**src/rtl/rw_busreq_arb.sv**
```systemverilog
module rw_busreq_arb #(
  parameter int LVL_W    = 4,
  parameter int DEEP_LVL = 4
) (
  input  logic             clk,
  input  logic             rst_n,
  input  logic             bus_gnt,
  input  logic             xfer_done,
  input  logic             rd_en,
  input  logic             rd_cnt_nz,
  input  logic [LVL_W-1:0] rd_free,
  input  logic             rd_deep,
  input  logic             rd_flag_clr,
  input  logic             wr_en,
  input  logic             wr_cnt_nz,
  input  logic [LVL_W-1:0] wr_fill,
  input  logic             wr_deep,
  input  logic             wr_flag_clr,
  input  logic             pri_rd_first,
  input  logic             pri_wr_first,
  output logic             bus_req,
  output logic             ten_act,
  output logic             ten_wr
);

  localparam logic [LVL_W-1:0] LVL_ONE  = LVL_W'(1);
  localparam logic [LVL_W-1:0] LVL_DEEP = LVL_W'(DEEP_LVL);

  logic rd_qr, wr_qr, alt_wr;

  wire rd_lvl_ok = rd_free >= (rd_deep ? LVL_DEEP : LVL_ONE);
  wire wr_lvl_ok = wr_fill >= (wr_deep ? LVL_DEEP : LVL_ONE);

  always_ff @(posedge clk) begin
    if (!rst_n) begin
      rd_qr <= 1'b0;
      wr_qr <= 1'b0;
    end else begin
      rd_qr <= !rd_flag_clr && rd_en && rd_cnt_nz && rd_lvl_ok;
      wr_qr <= !wr_flag_clr && wr_en && wr_cnt_nz && wr_lvl_ok;
    end
  end

  wire fixed_pri = pri_rd_first ^ pri_wr_first;
  wire pick_wr   = (rd_qr && wr_qr) ? (fixed_pri ? pri_wr_first : alt_wr) : wr_qr;

  assign bus_req = !ten_act && (rd_qr || wr_qr);

  always_ff @(posedge clk) begin
    if (!rst_n) begin
      ten_act <= 1'b0;
      ten_wr  <= 1'b0;
      alt_wr  <= 1'b0;
    end else if (ten_act) begin
      if (xfer_done) begin
        ten_act <= 1'b0;
        alt_wr  <= !ten_wr;
      end
    end else if (bus_req && bus_gnt) begin
      ten_act <= 1'b1;
      ten_wr  <= pick_wr;
    end
  end

  AST_RD_QUAL_SRC: assert property (@(posedge clk) disable iff (!rst_n)
    rd_qr |-> $past(rd_en && rd_cnt_nz));
  AST_WR_QUAL_CNT: assert property (@(posedge clk) disable iff (!rst_n)
    wr_qr |-> $past(wr_cnt_nz && wr_en));
  AST_QUIET_IN_TENURE: assert property (@(posedge clk) disable iff (!rst_n)
    ten_act |-> !bus_req);
  AST_SEL_HELD: assert property (@(posedge clk) disable iff (!rst_n)
    (ten_act && $past(ten_act)) |-> $stable(ten_wr));
  AST_END_ON_DONE: assert property (@(posedge clk) disable iff (!rst_n)
    $fell(ten_act) |-> $past(xfer_done));
  AST_FIXED_RD: assert property (@(posedge clk) disable iff (!rst_n)
    ($rose(ten_act) && $past(pri_rd_first && !pri_wr_first && rd_qr)) |-> !ten_wr);
  AST_FIXED_WR: assert property (@(posedge clk) disable iff (!rst_n)
    ($rose(ten_act) && $past(pri_wr_first && !pri_rd_first && wr_qr)) |-> ten_wr);
  AST_RD_CLR: assert property (@(posedge clk) disable iff (!rst_n)
    $past(rd_flag_clr) |-> !rd_qr);
  AST_WR_CLR: assert property (@(posedge clk) disable iff (!rst_n)
    $past(wr_flag_clr) |-> !wr_qr);

endmodule

```
**config.mk**
```make
export PLATFORM = sky130hd
export DESIGN_NAME = rw_busreq_arb
export DESIGN_NICKNAME = d
export VERILOG_FILES = /design/src/rtl/rw_busreq_arb.sv
export SDC_FILE = /design/constraint.sdc
export NUM_CORES = 1
export LEC_CHECK = 0
export ABC_AREA = 1
export ABC_CLOCK_PERIOD_IN_PS = 1200
export BUFFER_PORTS_ARGS = -buffer_cell sky130_fd_sc_hd__buf_2
export CAP_MARGIN = 20
export CORE_AREA = 2 2 39 41
export DETAILED_ROUTE_END_ITERATION = 6
export DIE_AREA = 0 0 41 43
export GPL_TIMING_DRIVEN = 1
export PLACE_DENSITY = 0.56
export SYNTH_ARGS = -nofsm -noshare
export SYNTH_HDL_FRONTEND = slang
export SYNTH_SLANG_ARGS = --single-unit
```
**constraint.sdc**
```tcl
create_clock -name clk -period 1.2 [get_ports clk]
set_input_delay 0.06 -clock clk [delete_from_list [all_inputs] [get_ports clk]]
set_output_delay 0.06 -clock clk [all_outputs]
set_load 0.01 [all_outputs]
```
==> Yosys cells after proc, flatten, opt, wreduce, memory -nomap -nowiden <==
Cells that the tools add are included.
{ "totals": {"reg_bits": 5, "input_bits": 22, "output_inout_bits": 3, "word_cells": 32} }
{ "classes": {"n_lt_le_gt_ge": 2, "mux": 7, "n_reduce_logical": 16, "n_bitwise": 2} }
{ "ops": {"columns": ["op", "n"], "rows": [
  ["1-bit logical AND", 9],
  ["4-bit by 3-bit greater-or-equal comparator with 1-bit output", 2],
  ["3-bit 2-to-1 mux", 2],
  ["1-bit 2-to-1 mux", 5],
  ["1-bit zero test", 4],
  ["2-bit AND reduction", 2],
  ["1-bit logical OR", 1],
  ["1-bit inverter", 1],
  ["1-bit bitwise XOR", 1]
]} }

==> Depth between registers and ports, before layout <==
{ "logic_depth": {"ltp_word": 5, "mapped_depth": 7, "mapped_depth_nobuf": 7} }

==> Worst setup path after synthesis <==
No wires, ideal clock.
{ "synth_path": {"path_kind": "register to register", "start": "register ten_act", "end": "register ten_act", "setup_ns": 0.070, "required_ns": 1.130, "stages_incl_launch_ff": 4, "arrival_ns": 0.766, "slack_ns": 0.364, "cell_sequence": "dfxtp_1 -> inv_1 -> or2_0 -> a21oi_1"} }
{ "synth_between": {"elab_chain_cells": 5} }
{ "synth_rtl": {"columns": ["element", "line", "rtl"], "rows": [
  ["start: declaration", "22", "output logic ten_act,"],
  ["start signal: assignment", "51", "ten_act <= 1'b0;"],
  ["start signal: assignment", "56", "ten_act <= 1'b0;"],
  ["start signal: assignment", "60", "ten_act <= 1'b1;"],
  ["1-bit zero test", "47", "assign bus_req = !ten_act && (rd_qr || wr_qr);"],
  ["1-bit logical AND", "47", null],
  ["1-bit logical AND", "59", "end else if (bus_req && bus_gnt) begin"],
  ["1-bit 2-to-1 mux", "59", null],
  ["1-bit 2-to-1 mux *", "54", "end else if (ten_act) begin"]
]} }
Every way passes the cells marked *; elsewhere a longest branch is shown, timed or not.
A chain may end at the register's enable or synchronous reset.

==> Worst setup path after layout <==
{ "layout_path": {"start": "register wr_qr", "end": "output port bus_req"} }
{ "layout_between": {"elab_chain_cells": 2} }
{ "layout_rtl": {"columns": ["element", "line", "rtl"], "rows": [
  ["start: declaration", "29", "logic rd_qr, wr_qr, alt_wr;"],
  ["start signal: assignment", "40", "wr_qr <= !wr_flag_clr && wr_en && wr_cnt_nz && wr_lvl_ok;"],
  ["1-bit logical OR", "47", null],
  ["1-bit logical AND", "47", null],
  ["end: declaration", "21", "output logic bus_req,"]
]} }
No other way between the ends.

==> metrics.md <==
| Metric | Value |
|---|---|
| Outcome | `complete, no violations` |
| Max transition margin | `a little over four fifths` |
| Syn Area/Cell | `about 6.6 um2` |
| Clock Pin Slew Worst Setup and Hold Paths | `roughly 0.040 ns` |
| Crit-path most repeated cell | `nor2_1` |
| Initial Utilization | `about a quarter` |
| Peak VDD IR | `between 0.0003 and 0.0004 V` |
| Max stage delay cell, worst path | `dfxtp_1` |
| Final setup vio count | `0` |
| Most common cell after layout, fill and taps aside | `buf_2` |
| DP Wirelength | `636 um` |
| Max H-tree Level | `1` |
| RSZ-0062 raised after global routing | `false` |
| Area leader, netlist | `dfxtp_1` |
| CP Depth | `3` |
| Worst-path cell chain | `nor2_1 -> nor2_1 -> buf_2` |
| Detailed Routing Iterations Pass 1 | `1` |
| Worst Path Max Fanout | `4` |
| # diodes | `0` |
| Flop pwr share | `approximately 40%` |
| DRC errors left | `0` |
| Final wirelength | `about 700 um` |
| Largest net degree at the start of global routing | `5` |
| CP Launch Type | `flop` |
| Initial DRC Count | `0` |
| Die height | `around 43 um` |
| Largest cells by area after synthesis | `dfxtp_1, inv_1, ha_1` |
| IO Port Bufs | `24` |
| CTS buffer count | `3` |
| WP data arrival | `approximately 0.86 ns` |
| Yosys warns | `0` |
| Crit path max-delay family | `flip-flops` |
| Lkg Pwr | `0.323 nW` |
| Most frequent cells in the layout | `buf_2, inv_1, nand2_1` |
| Switch Pwr | `approximately 0.11 mW` |
| Vias/cell | `between 4 and 5` |
| Min-Delay Path Depth | `4` |
| Max clock buf depth | `2` |
| Worst Hold Class | `in -> reg` |
| Max_cap viols | `0` |
| R2r worst-path depth | `7` |
| Post-CTS Resized | `0` |
| Clock Power Share | `about two fifths` |
| Root buffer cell | `clkbuf_4` |
| TritonCTS Sinks | `5` |
| Area Overhead vs Synth | `45.2%` |
| Via Count | `407` |
| Gpl congestion | `between 0.6 and 0.7` |
| Gr ovfl total | `0` |
| Critical path required time | `between 1 and 1.5 ns` |
| # fillers | `~170` |
| Die area | `between 0.0015 and 0.002 mm2` |
| Cell Int Power | `around 0.34 mW` |
| WP buf/inv | `1` |
| Nets@finish | `111` |
| Vias in the first global route | `around 310` |
| Core area | `roughly 0.0014 mm2` |
| Fmax | `between 1 and 1.5 GHz` |
| Setup ws final | `~0.28 ns` |
| Global-route wire length before repair | `~970 um` |
| Synth Cell Area | `368 um2` |
| Synthesized flop and latch total | `5` |
| Post-synthesis cell type count | `13` |
| IO Pins | `25` |
| TritonCTS clock tree | `yes` |
| Hold_buf cts | `0` |
| Setup Slack @ Placement | `0.308 ns` |
| Period utilisation layout | `around three quarters` |
| PD cells | `between 800 and 900 mW/mm2` |
| Avg WL per Cell | `about 6.8 um` |
| Cells after synthesis | `56` |
| Pwr Total | `around 0.45 mW` |
| Max stage delay on crit path | `0.36 ns` |
| Antenna violations before repair | `0` |
| Pins over their slew limit | `0` |
| Final TNS setup | `0 ns` |
| Mapped Nets | `between 80 and 90` |
| Worst Setup End Kind | `output port` |
| Layout cells sized above 1 | `35.7%` |
| Clk_lat worst skew | `between 0.2 and 0.25 ns` |
| Setup bufs post-CTS | `0` |
| Comb pwr share | `about a fifth` |
| Fin. Hold Viols | `0` |
| Row cnt | `14` |
| Die span in x | `41 um` |
| Top-area cell type share of the netlist area | `between 20 and 30%` |
| Sw Share | `roughly a quarter` |
| Setup Skew | `between 0.003 and 0.004 ns` |
| DRT antenna net count | `0` |
| Clock period minus worst slack | `just over 0.9 ns` |
| Slew @ Worst Pin | `between 0.2 and 0.25 ns` |
| Critical path class | `reg -> out` |
| GRT Util Overall | `under 10%` |
| Sequential share of the synthesized area | `between 20% and 30%` |
## worst min-delay path, delay by kind of cell
family,cells,cell delay (ns)
AND/OR/NAND/NOR,1,0.06
AO/OA/AOI/OAI,1,0.04
buffers and inverters,2,0.10
## Yosys cell counts, drive strengths merged
master,count
clkinv,1
nand3,4
a21oi,5
nand2,10
nor2,5
or2,1
nand4,1
inv,17
ha,4
o21ai,3
dfxtp,5
## logic make-up (layout without fill, tap and decap cells)
family / after synthesis / after routing / synth area share, %
flip-flops: 5 / 5 / 27.2
AND/OR/NAND/NOR: 21 / 21 / 25.5
buffers and inverters: 18 / 46 / 21.8
adder cells (fa/ha/maj): 4 / 4 / 13.6
AO/OA/AOI/OAI: 8 / 8 / 11.9
## per-stage QoR
| stage | cells | hold slack [ns] | util, % | area [um2] |
|---|---|---|---|---|
| 3_5_place_dp | 96 | 0.316 | 36.7 | 508 |
| 3_3_place_gp | 96 | 0.318 | 36.7 | 508 |
| 6_report | 100 | 0.0682 | 38.6 | 534 |
| 5_1_grt | 100 | 0.0806 | 38.6 | 534 |
| 2_1_floorplan | 56 | 0.201 | - | 368 |
| 4_1_cts | 100 | 0.0612 | 38.6 | 534 |
## registers in the layout (all words and copies together), names as in the netlist
| signal | flops |
|---|---|
| alt_wr | 1 |
| rd_qr | 1 |
| ten_act | 1 |
| ten_wr | 1 |
| wr_qr | 1 |
## power by group through the flow
stage,clock network [mW],registers (mW),logic (mW)
finish,0.187,0.176,0.0849
global route,0.214,0.176,0.0972
CTS,0.197,0.176,0.0867
detailed placement,0,0.179,0.0861
global placement,0,0.179,0.0848
floorplan,0,0.179,0.0401
## metal layers
| metal | up-vias | global-route usage (%) | share of wire, % |
|---|---|---|---|
| met3 | 0 | 3.14 | 12 |
| met1 | 164 | 8.36 | 42 |
| met4 | 0 | 10.0 | 0 |
| met5 | - | 0 | 0 |
| met2 | 18 | 12.5 | 46 |
| li1 | 225 | - | - |
## worst paths after layout
check	start	endpoint	slack, ns
max	wr_qr	bus_req	0.28
min	rd_flag_clr	rd_qr	0.07
max reg2reg	wr_qr	ten_wr	0.31
min reg2reg	alt_wr	alt_wr	0.46
## final cells by class
cell class                      count  area (um2)  area share [%]
Timing Repair Buffer               24         120            22.5
Tap cell                           16        20.0            3.75
Clock buffer                        4        26.3            4.92
Multi-Input combinational cell     33         188            35.1
Inverter                           18        80.1            15.0
Sequential cell                     5         100            18.7
Note: power is estimated with default switching activity, not from simulation.
